===== config.mk =====
export PLATFORM = sky130hd
export DESIGN_NAME = ptw_walker
export DESIGN_NICKNAME = d
export VERILOG_FILES = /design/src/rtl/ptw_pkg.sv /design/src/rtl/ptw_addr_gen.sv /design/src/rtl/ptw_entry_chk.sv /design/src/rtl/ptw_fsm.sv /design/src/rtl/ptw_walker.sv
export SDC_FILE = /design/constraint.sdc
export NUM_CORES = 1
export LEC_CHECK = 0
export ABC_AREA = 1
export CAP_MARGIN = 20
export CORE_ASPECT_RATIO = 1.4
export CORE_MARGIN = 4
export CORE_UTILIZATION = 35
export CTS_BUF_LIST = sky130_fd_sc_hd__clkbuf_2 sky130_fd_sc_hd__clkbuf_4 sky130_fd_sc_hd__clkbuf_8
export CTS_CLUSTER_SIZE = 28
export DETAILED_ROUTE_END_ITERATION = 6
export DONT_BUFFER_PORTS = 1
export HOLD_SLACK_MARGIN = 0.02
export MAX_ROUTING_LAYER = met4
export PLACE_DENSITY = 0.58
export SYNTH_ARGS = -nofsm -noshare
export SYNTH_HDL_FRONTEND = slang
export SYNTH_SLANG_ARGS = --single-unit

===== constraint.sdc =====
create_clock -name clk -period 4.8 [get_ports clk]
set_clock_uncertainty 0.2 [all_clocks]
set_input_delay 0.72 -clock clk [delete_from_list [all_inputs] [get_ports clk]]
set_output_delay 0.72 -clock clk [all_outputs]
set_load 0.01 [all_outputs]

===== src/rtl/ptw_pkg.sv =====
package ptw_pkg;
  // Entry bit positions (behaviour depends on them)
  localparam int B_PRES = 0;
  localparam int B_RW   = 1;
  localparam int B_US   = 2;
  localparam int B_WT   = 3;
  localparam int B_CD   = 4;
  localparam int B_ACC  = 5;
  localparam int B_DRT  = 6;
  localparam int B_LPG  = 7;
  localparam int B_GLB  = 8;

  localparam int ATTR_W = 6;
  localparam int LEVELS = 2;

  typedef enum logic [1:0] {
    CZ_NONE   = 2'd0,
    CZ_ABSENT = 2'd1,
    CZ_PROT   = 2'd2,
    CZ_LARGE  = 2'd3
  } cause_e;

  typedef enum logic [2:0] {
    S_IDLE,
    S_DIR_RD,
    S_DIR_WAIT,
    S_DIR_WB,
    S_TBL_RD,
    S_TBL_WAIT,
    S_TBL_WB,
    S_DONE
  } walk_st_e;
endpackage


===== src/rtl/ptw_addr_gen.sv =====
module ptw_addr_gen #(
  parameter int VA_W  = 32,
  parameter int OFF_W = 12,
  parameter int IDX_W = 10
) (
  input  logic [VA_W-1:0]       dir_base,
  input  logic [IDX_W-1:0]      dir_idx,
  input  logic [IDX_W-1:0]      tbl_idx,
  input  logic [VA_W-OFF_W-1:0] tbl_frame,
  output logic [VA_W-1:0]       dir_addr,
  output logic [VA_W-1:0]       tbl_addr
);
  localparam int ENT_LG = 2;                  // 4-byte entries
  localparam int PAD_W  = VA_W - IDX_W - ENT_LG;

  assign dir_addr = dir_base + {{PAD_W{1'b0}}, dir_idx, {ENT_LG{1'b0}}};
  assign tbl_addr = {tbl_frame, tbl_idx, {ENT_LG{1'b0}}};
endmodule


===== src/rtl/ptw_entry_chk.sv =====
module ptw_entry_chk
  import ptw_pkg::*;
#(
  parameter int ENT_W = 32,
  parameter bit LEAF  = 1'b0
) (
  input  logic [ENT_W-1:0] entry,
  input  logic             is_write,
  input  logic             is_user,
  output cause_e           cause,
  output logic [ENT_W-1:0] upd,
  output logic             need_wb
);
  logic prot_bad;
  logic size_bad;

  assign prot_bad = (is_user && !entry[B_US]) || (is_write && !entry[B_RW]);

  generate
    if (LEAF) begin : g_leaf
      assign size_bad = 1'b0;
      always_comb begin
        upd         = entry;
        upd[B_ACC]  = 1'b1;
        if (is_write) upd[B_DRT] = 1'b1;
      end
    end else begin : g_dir
      assign size_bad = entry[B_LPG];
      always_comb begin
        upd        = entry;
        upd[B_ACC] = 1'b1;
      end
    end
  endgenerate

  assign need_wb = (upd != entry);

  always_comb begin
    if (!entry[B_PRES])  cause = CZ_ABSENT;
    else if (size_bad)   cause = CZ_LARGE;
    else if (prot_bad)   cause = CZ_PROT;
    else                 cause = CZ_NONE;
  end
endmodule


===== src/rtl/ptw_fsm.sv =====
module ptw_fsm
  import ptw_pkg::*;
#(
  parameter int VA_W  = 32,
  parameter int OFF_W = 12
) (
  input  logic                        clk,
  input  logic                        rst_n,
  input  logic                        req_valid,
  output logic                        req_ready,
  input  logic [VA_W-1:0]             req_va,
  input  logic                        req_write,
  input  logic                        req_user,
  input  logic [VA_W-1:0]             req_dir_base,
  output logic                        mem_req_valid,
  input  logic                        mem_req_ready,
  output logic                        mem_we,
  output logic [VA_W-1:0]             mem_addr,
  output logic [VA_W-1:0]             mem_wdata,
  input  logic                        mem_rsp_valid,
  input  cause_e                      chk_cause [LEVELS],
  input  logic [LEVELS-1:0][VA_W-1:0] chk_upd,
  input  logic [LEVELS-1:0]           chk_wb,
  input  logic [VA_W-1:0]             dir_addr,
  input  logic [VA_W-1:0]             tbl_addr,
  output logic [VA_W-1:0]             base_q,
  output logic [VA_W-1:0]             va_q,
  output logic [VA_W-1:0]             dir_q,
  output logic                        wr_q,
  output logic                        usr_q,
  output logic                        rsp_valid,
  output logic [1:0]                  rsp_cause,
  output logic [VA_W-OFF_W-1:0]       fill_pfn,
  output logic [ATTR_W-1:0]           fill_attr
);
  walk_st_e        st;
  cause_e          cause_q;
  logic [VA_W-1:0] tbl_q;

  always_ff @(posedge clk or negedge rst_n) begin
    if (!rst_n) begin
      st      <= S_IDLE;
      cause_q <= CZ_NONE;
      base_q  <= '0;
      va_q    <= '0;
      dir_q   <= '0;
      tbl_q   <= '0;
      wr_q    <= 1'b0;
      usr_q   <= 1'b0;
    end else begin
      unique case (st)
        S_IDLE: if (req_valid) begin
          base_q  <= req_dir_base;
          va_q    <= req_va;
          wr_q    <= req_write;
          usr_q   <= req_user;
          cause_q <= CZ_NONE;
          st      <= S_DIR_RD;
        end
        S_DIR_RD: if (mem_req_ready) st <= S_DIR_WAIT;
        S_DIR_WAIT: if (mem_rsp_valid) begin
          dir_q <= chk_upd[0];
          if (chk_cause[0] != CZ_NONE) begin
            cause_q <= chk_cause[0];
            st      <= S_DONE;
          end else if (chk_wb[0]) begin
            st <= S_DIR_WB;
          end else begin
            st <= S_TBL_RD;
          end
        end
        S_DIR_WB: if (mem_req_ready) st <= S_TBL_RD;
        S_TBL_RD: if (mem_req_ready) st <= S_TBL_WAIT;
        S_TBL_WAIT: if (mem_rsp_valid) begin
          tbl_q <= chk_upd[1];
          if (chk_cause[1] != CZ_NONE) begin
            cause_q <= chk_cause[1];
            st      <= S_DONE;
          end else if (chk_wb[1]) begin
            st <= S_TBL_WB;
          end else begin
            st <= S_DONE;
          end
        end
        S_TBL_WB: if (mem_req_ready) st <= S_DONE;
        S_DONE:   st <= S_IDLE;
        default:  st <= S_IDLE;
      endcase
    end
  end

  assign req_ready     = (st == S_IDLE);
  assign mem_req_valid = (st == S_DIR_RD) || (st == S_DIR_WB) ||
                         (st == S_TBL_RD) || (st == S_TBL_WB);
  assign mem_we        = (st == S_DIR_WB) || (st == S_TBL_WB);

  always_comb begin
    mem_addr  = dir_addr;
    mem_wdata = dir_q;
    if ((st == S_TBL_RD) || (st == S_TBL_WB)) begin
      mem_addr  = tbl_addr;
      mem_wdata = tbl_q;
    end
  end

  assign rsp_valid = (st == S_DONE);
  assign rsp_cause = cause_q;
  assign fill_pfn  = tbl_q[VA_W-1:OFF_W];
  assign fill_attr = {tbl_q[B_DRT], tbl_q[B_GLB], tbl_q[B_CD], tbl_q[B_WT],
                      dir_q[B_US] & tbl_q[B_US], dir_q[B_RW] & tbl_q[B_RW]};
endmodule


===== src/rtl/ptw_walker.sv =====
module ptw_walker
  import ptw_pkg::*;
#(
  parameter int VA_W  = 32,
  parameter int OFF_W = 12,
  parameter int IDX_W = 10
) (
  input  logic                  clk,
  input  logic                  rst_n,
  input  logic                  req_valid,
  output logic                  req_ready,
  input  logic [VA_W-1:0]       req_va,
  input  logic                  req_write,
  input  logic                  req_user,
  input  logic [VA_W-1:0]       req_dir_base,
  output logic                  mem_req_valid,
  input  logic                  mem_req_ready,
  output logic                  mem_we,
  output logic [VA_W-1:0]       mem_addr,
  output logic [VA_W-1:0]       mem_wdata,
  input  logic                  mem_rsp_valid,
  input  logic [VA_W-1:0]       mem_rdata,
  output logic                  rsp_valid,
  output logic [1:0]            rsp_cause,
  output logic [VA_W-1:0]       rsp_va,
  output logic                  rsp_write,
  output logic                  rsp_user,
  output logic [VA_W-OFF_W-1:0] fill_vpn,
  output logic [VA_W-OFF_W-1:0] fill_pfn,
  output logic [ATTR_W-1:0]     fill_attr
);
  localparam int FRAME_W = VA_W - OFF_W;
  localparam int DIR_LO  = OFF_W + IDX_W;

  cause_e                      chk_cause [LEVELS];
  logic [LEVELS-1:0][VA_W-1:0] chk_upd;
  logic [LEVELS-1:0]           chk_wb;
  logic [VA_W-1:0]             dir_addr, tbl_addr;
  logic [VA_W-1:0]             base_q, va_q, dir_q;
  logic                        wr_q, usr_q;

  ptw_addr_gen #(.VA_W(VA_W), .OFF_W(OFF_W), .IDX_W(IDX_W)) u_addr (
    .dir_base  (base_q),
    .dir_idx   (va_q[VA_W-1:DIR_LO]),
    .tbl_idx   (va_q[DIR_LO-1:OFF_W]),
    .tbl_frame (dir_q[VA_W-1:OFF_W]),
    .dir_addr  (dir_addr),
    .tbl_addr  (tbl_addr)
  );

  for (genvar g = 0; g < LEVELS; g++) begin : g_lvl
    ptw_entry_chk #(.ENT_W(VA_W), .LEAF(g == LEVELS - 1)) u_chk (
      .entry    (mem_rdata),
      .is_write (wr_q),
      .is_user  (usr_q),
      .cause    (chk_cause[g]),
      .upd      (chk_upd[g]),
      .need_wb  (chk_wb[g])
    );
  end

  ptw_fsm #(.VA_W(VA_W), .OFF_W(OFF_W)) u_fsm (
    .clk           (clk),
    .rst_n         (rst_n),
    .req_valid     (req_valid),
    .req_ready     (req_ready),
    .req_va        (req_va),
    .req_write     (req_write),
    .req_user      (req_user),
    .req_dir_base  (req_dir_base),
    .mem_req_valid (mem_req_valid),
    .mem_req_ready (mem_req_ready),
    .mem_we        (mem_we),
    .mem_addr      (mem_addr),
    .mem_wdata     (mem_wdata),
    .mem_rsp_valid (mem_rsp_valid),
    .chk_cause     (chk_cause),
    .chk_upd       (chk_upd),
    .chk_wb        (chk_wb),
    .dir_addr      (dir_addr),
    .tbl_addr      (tbl_addr),
    .base_q        (base_q),
    .va_q          (va_q),
    .dir_q         (dir_q),
    .wr_q          (wr_q),
    .usr_q         (usr_q),
    .rsp_valid     (rsp_valid),
    .rsp_cause     (rsp_cause),
    .fill_pfn      (fill_pfn),
    .fill_attr     (fill_attr)
  );

  assign rsp_va    = va_q;
  assign rsp_write = wr_q;
  assign rsp_user  = usr_q;
  assign fill_vpn  = va_q[VA_W-1:OFF_W];
endmodule


# Word-level counts from Yosys, hierarchy flattened
# Cells that the tools add are included.
# word_totals
output_inout_bits	150
reg_bits	135
word_cells	72
# classes
n_eq_ne	17
muxes	25
addsub	1
n_bitwise	2
reduce_logical	19
# ops
operator	n
$mux W32	2
$add A32 B12 Y32	1
$mux W3	10
$pmux W3 S8	1
$mux W2	9
$ne A2 B2 Y1 const B	7
$eq A3 B3 Y1 const B	4
$reduce_and A7 Y1	1
$eq A3 B2 Y1 const B	2
$logic_or A1 B1 Y1	6
$pmux W2 S3	1
$reduce_and A2 Y1	3
$reduce_and A6 Y1	1
$ne A2 B1 Y1 const B	2
$reduce_bool A2 Y1	2
$eq A3 B1 Y1 const B	1
$logic_not A3 Y1	1
$reduce_bool A3 Y1	1
$and A1 B1 Y1	2
$logic_and A1 B1 Y1	2
$logic_not A1 Y1	2
$mux W1	2
$ne A2 B2 Y1	1

# Longest topological paths before layout
# Gate-level depths: netlist of the first run.
# logic_depth
depth_word	10
mapped_depth	13

# Hierarchy
# A second synthesis of the first run with hierarchy kept.
# unflattened
hier_cells	1190
hier_area_um2	8793.4
# modules_own_cells
module	area_per_inst_um2	cells_per_inst	instances
ptw_fsm	6480.0	778	1
ptw_addr_gen	1601.5	308	1
ptw_entry_chk (g_lvl[0].u_chk)	282.8	43	1
ptw_entry_chk (g_lvl[1].u_chk)	279.0	41	1
ptw_walker	150.1	20	1

# Worst setup path before layout of the first run
# Ideal clock, no wire load.
# synth_timing
kind	register -> output
from	register u_fsm.va_q[22]
to	output mem_addr[14]
slack_ns	1.869
path_stages_with_launch	10
arrival_ns	2.011
cell_sequence	dfrtp_1 -> ha_1 -> fa_1 -> nand3_1 -> nand3_1 -> nand3_1 -> nand3_2 -> or2_2 -> nand3_1 -> o21ai_0
# synth_between
elab_chain_len	2
# synth_lines
item	line	rtl
start, declared	ptw_fsm.sv:27	output logic [VA_W-1:0] va_q,
start signal, assigned	ptw_fsm.sv:54	va_q <= req_va;
$add A32 B12 Y32	ptw_addr_gen.sv:16	assign dir_addr = dir_base + {{PAD_W{1'b0}}, dir_idx, {ENT_LG{1'b0}}};
$mux W32	ptw_fsm.sv:100	if ((st == S_TBL_RD) || (st == S_TBL_WB)) begin
end, declared	ptw_walker.sv:19	output logic [VA_W-1:0] mem_addr,
# No other way between the ends.

# Worst setup path after layout of the first run
# Same ends and word-level chain as after synthesis.

==> results of run 1 <==
-- layout by cell type, fill, tap and decap left out, drive strengths merged --
master      n
mux2       48
clkbuf     23
dfrtp     135
inv       115
buf         6
clkinv      2
clkinvlp    2
ha         11
diode       1
nand3b      3
a21boi      1
o22ai       1
or2         8
nand2     333
o31ai       1
nand3      59
a21oi      28
o21ai      88
nor2       53
o211ai      1
bufinv      4
xnor2       2
nand4       4
nor3       12
fa          1
-- power by group --
group / total, mW / switching (mW) / internal (mW)
combinational: 3.09 / 2.04 / 1.05
sequential: 2.33 / 0.668 / 1.67
clock: 1.08 / 0.461 / 0.621
total: 6.51 / 3.17 / 3.34
-- layer usage --
| metal | track usage [%] | up-vias | wire length, microns |
|---|---|---|---|
| met2 | 31.37 | 207 | 11370 |
| met4 | 7.328 | 0 | 552 |
| met1 | 20.79 | 2871 | 8828 |
| met3 | 4.655 | 29 | 1155 |
| met5 | - | - | 0 |
| li1 | - | 2954 | - |
-- sequential cells by signal, indices dropped and copies added, names as in the netlist --
register         count
u_fsm.dir_q         32
u_fsm.usr_q          1
u_fsm.wr_q           1
u_fsm.st             3
u_fsm.tbl_q         32
u_fsm.base_q        32
u_fsm.rsp_cause      2
u_fsm.va_q          32
-- repair_timing --
action	4_1_cts	5_1_grt
endpoints found under the setup margin	0	0
endpoints found under the hold margin	135	0
hold buffers	1	0
buffers inserted	0	0
-- kinds of logic (layout without fill, tap and decap cells) --
kind of cell	Yosys count	after routing
AOI/OAI and AO/OA	120	120
xor gates and xnor gates	2	2
adders and majority gates	12	12
buffers and inverters	194	152
DFF	135	135
muxes	48	48
other	0	1
and+or+nand+nor	472	472
-- area by class of cell --
class | instances | area, sq um | share of cell area [%]
multi-input combinational | 654 | 3420 | 41.95
tap | 297 | 371.6 | 4.559
antenna | 1 | 2.502 | 0.03070
sequential | 135 | 3378 | 41.44
inverter | 115 | 431.7 | 5.295
clock inverter | 8 | 145.1 | 1.781
timing repair buffer | 6 | 105.1 | 1.289
clock buffer | 23 | 297.8 | 3.653
-- stage by stage --
| stage | cell area [sq um] | utilization (%) |
|---|---|---|
| after global routing | 8152 | 37.43 |
| after detailed placement | 7624 | 35.00 |
| after global placement | 7624 | 35.00 |
| after floorplan | 7735 | - |
| after CTS | 8094 | 37.16 |
| final | 8152 | 37.43 |
-- worst paths after layout --
| check | start | end | cells after the start |
|---|---|---|---|
| min reg2reg | u_fsm.dir_q[5] | u_fsm.dir_q[5] | 2 |
| max | u_fsm.va_q[22] | mem_addr[14] | 9 |
| max reg2reg | u_fsm.st[0] | u_fsm.base_q[10] | 6 |
| max in group asynchronous | rst_n | u_fsm.base_q[15] | 1 |
| min | rst_n | u_fsm.va_q[21] | 1 |
| min in group clk | req_va[21] | u_fsm.va_q[21] | 1 |
-- critical path: stages (launching register included) --
cell and delay (ps):
dfrtp_1 500, ha_1 310, fa_1 450, nand3_1 120, nand3_1 180, nand3_1 150, nand3_2 220, or2_2 350
nand3_1 60, o21ai_0 210
==> flow_summary.ini, run 1 <==
[run_status]
outcome = finished clean

[placed_design]
place_congestion = 0.8854
port_buffers = 0
post-place-ws_ps = 1334
place_inst = 1204
hpwl_microns = 15850

[setup_path]
crit_path_max_fanout = 8
worstPathArrival_ps = 2990
cp-end-kind = output pin
cp.required_ps = 3880
worst_setup_path_start_kind = flop
path_class = flop to output pin
rrSetupSlack_ps = 2250

[timing]
rsz0062_at_grt = false
final_max_slew_viol_count = 0
worst_slew_margin_rel_pct = 37.27
worstMarginPinSlew_ps = 941.0
min_period_ps = 3914
min_period_over_period_pct = 81.55
setup_viol = 0
fmax_mhz = 255.5
setup_ws_ps = 885.6
fin_setup_tns_ps = 0
fin_hold_ws_ps = 48.73
finalHoldViolations = 0

[clock_network]
cts_tree = built
cts.sinks = 135
clk_pin_slew_ps = 80
numCtsBuffers = 17
cts_max_level = 4
cts_resized = 0
cts.path.max_buffers = 2
clk_latency_ps = 460
clockRootBuffer = clkbuf_8

[die]
die_area_sq_um = 24580
rows = 64
die_h_microns = 183.9
coreArea_sq_um = 21780
dieWidth_microns = 133.6
ioPinCount = 253
initial_core_util_pct = 35.51

[detailed_routing]
wire_per_inst_microns = 17.68
drtIter0Drc = 323
drt-vias-per-instance = 4.892
first_pass_iters = 5
vias = 6061
routed_wl_microns = 21900
drtAntennaViolNets = 0
drc = 0

[synthesis]
synth_area_leaders = dfrtp_1, nand2_1, o21ai_0
synth.top_cell.area_share_pct = 43.68
ys_async_sr_fraction_pct = 100.0
synth_area_sq_um = 7735
synthMuxAreaShare_pct = 8.104
synth-edff-count = 0
synth_common_cells = nand2_1, dfrtp_1, inv_1
synth_most_common_cell = nand2_1
synthXorXnorAreaFrac_pct = 0.2265
synthAdderAreaFrac_pct = 2.038
yosys.area.top_type = dfrtp_1
seq_area_frac_synth_pct = 43.68
synth_top_family_by_area = simple AND/OR/NAND/NOR gates
syn_inst = 983
ys_warn_count = 0
synth_compound_area_share_pct = 8.509
ys_ff_latch = 135
ys_types = 38
synth-simple-area-share_pct = 25.23
ys.flop_type = dfrtp_1
postSynthAreaPerCell_sq_um = 7.869
synth_nets = 1098

[layout]
area_growth_pct = 5.387
n_fill_cell = 2319
stdcell_count = 1239
final_layout_size_suffix_gt1_share_pct = 12.96
nNetsFinal = 1044

[power_and_ir_drop]
p_leak_nw = 4.228
total_power_mw = 6.511
peakVddDrop_v = 0.0003781
p_per_area_nw_per_um2 = 798.8

[global_route]
grt_pass1_vias = 6055
antenna_found_initial = 1
grt_max_degree = 136
grt-ovfl-total = 0
track_usage_pct = 18.43
grt_pass1_wl_microns = 34070

[job]
maxCapViolCount = 0

[worst_hold_path]
hp-class = input pin to async pin
Power figures use the tool's default switching activity.
==> run 2: changes to the inputs <==
==> constraint.sdc (replaced) <==
create_clock -name clk -period 3.8 [get_ports clk]
set_clock_uncertainty 0.2 [all_clocks]
set_input_delay 0.57 -clock clk [delete_from_list [all_inputs] [get_ports clk]]
set_output_delay 0.57 -clock clk [all_outputs]
set_load 0.01 [all_outputs]
==> run 2 against run 1 <==
The flow now finishes with violations (negative hold slack). First-iteration DRC count down 12%. Sequential power increased by 27%. Critical path depth is the same. Count of clock-buffer cells in the layout fell by 2. Highest routed layer unchanged.
==> flow_summary.ini, run 2 (synthesized netlist as in run 1, its figures left out) <==
[run_status]
outcome = finished with violations
violations = negative hold slack

[layout]
stdcell_count = 1274
multi_input_area_sq_um = 3420
area_growth_pct = 9.641
layout_commonest_cell = nand2_1
antenna_cells = 0
finalInstanceArea_sq_um = 8481
fin_util_pct = 38.94
n_fill_cell = 2324
layout.area.seq_sq_um = 3378
nNetsFinal = 1079
final_layout_size_suffix_gt1_share_pct = 12.69
mostFrequentLayoutCells = nand2_1, dfrtp_1, inv_1

[global_route]
track_usage_pct = 18.35
met1_usage_pct = 20.69
grt-ovfl-total = 0
use_met2_pct = 31.81
grt_pass1_wl_microns = 33600
grt_pass1_vias = 6123
gr-max-usage-layer = met2
grt_max_degree = 136
grt_use_met3_pct = 4.189
antenna_found_initial = 0

[clock_network]
cts.path.max_buffers = 2
clockRootBuffer = clkbuf_8
clk_pin_slew_ps = 80
cts_max_level = 4
cts_tree = built
cts.sinks = 135
numCtsBuffers = 17
clk_latency_ps = 450

[timing]
setup_ws_ps = 190.0
fin_setup_tns_ps = 0
fin_hold_ws_ps = -389.0
fmax_mhz = 277.0
worst_slew_margin_rel_pct = 47.61
rsz0062_at_grt = false
setup_viol = 0
final_max_slew_viol_count = 0
min_period_ps = 3610
min_period_over_period_pct = 95.00
worstMarginPinSlew_ps = 785.9
finalHoldViolations = 135

[setup_path]
cp.required_ps = 3030
path_class = flop to output pin
worstPathArrival_ps = 2840
cp-end-kind = output pin
crit_path_max_fanout = 8
worst_setup_path_start_kind = flop

[detailed_routing]
drc = 0
drt-vias-per-instance = 4.746
drtAntennaViolNets = 0
vias = 6047
first_pass_iters = 4
routed_wl_microns = 22330
wire_per_inst_microns = 17.53
drtIter0Drc = 285

[power_and_ir_drop]
p_per_area_nw_per_um2 = 972.9
total_power_mw = 8.251
peakVddDrop_v = 0.0004243
p_leak_nw = 4.355

[placed_design]
place_congestion = 0.8606
port_buffers = 0
place_inst = 1207
dpl_cell_area_sq_um = 7659
post-place-ws_ps = 622.8
hpwl_microns = 15910

[die]
coreArea_sq_um = 21780
dieWidth_microns = 133.6
rows = 64
die_area_sq_um = 24580
die_h_microns = 183.9
ioPinCount = 253
initial_core_util_pct = 35.51

[worst_hold_path]
hp-class = input pin to async pin

[job]
maxCapViolCount = 0
-- run 2: cell count changes in the layout (fill, tap and decap cells not counted), sizes merged --
cell | previous run | this run
dlygate4sd3 | 0 | 34
clkinvlp | 2 | 5
diode | 1 | 0
buf | 6 | 7
clkbuf | 23 | 21
-- run 2: cell type report --
cell class              count  area share (%)
clock buffers              21           3.334
clock inverters            11           2.021
inverters                 115           5.090
multi-input cells         654           40.32
flip-flops and latches    135           39.83
well taps                 297           4.382
repair buffers             41           5.016
-- run 2: path summary, 6_finish.rpt --
| path | startpoint | end | slack (ps) | cells past startpoint |
|---|---|---|---|---|
| max | u_fsm.va_q[22] | mem_addr[14] | 190 | 9 |
| min | rst_n | u_fsm.base_q[0] | -390 | 0 |
| max reg2reg | u_fsm.st[0] | u_fsm.rsp_cause[1] | 1710 | 7 |
| min reg2reg | u_fsm.dir_q[5] | u_fsm.dir_q[5] | 250 | 2 |
| max in group asynchronous | rst_n | u_fsm.st[2] | 3560 | 0 |
| min in group clk | req_va[7] | u_fsm.va_q[7] | 70 | 1 |
-- run 2: layer usage --
layer	share of wire [%]	wire (microns)
met3	4.6	1026
met2	52	11560
met5	0	0
met4	2.5	569
met1	41	9173
-- run 2: critical path, cell delays in order (launching register included) --
cell and delay, ps:
dfrtp_1 490, ha_1 310, fa_1 480, nand3_1 120, nand3_1 90, nand3_1 100
nand3_2 200, or2_2 340, nand3_1 70, o21ai_0 210
-- run 2: power breakdown --
group	leakage, nW	switching (mW)	total, mW	internal [mW]
clock network	0.214	0.595	1.37	0.774
logic	2.52	2.56	3.92	1.36
registers	1.62	0.853	2.96	2.10
-- run 2: repair_timing --
| action | 4_1_cts | 5_1_grt |
|---|---|---|
| buffers inserted | 0 | 0 |
| hold endpoints to repair | 168 | 136 |
| hold buffers | 33 | 1 |
| setup endpoints to repair | 0 | 0 |
| resized for setup | 0 | 0 |
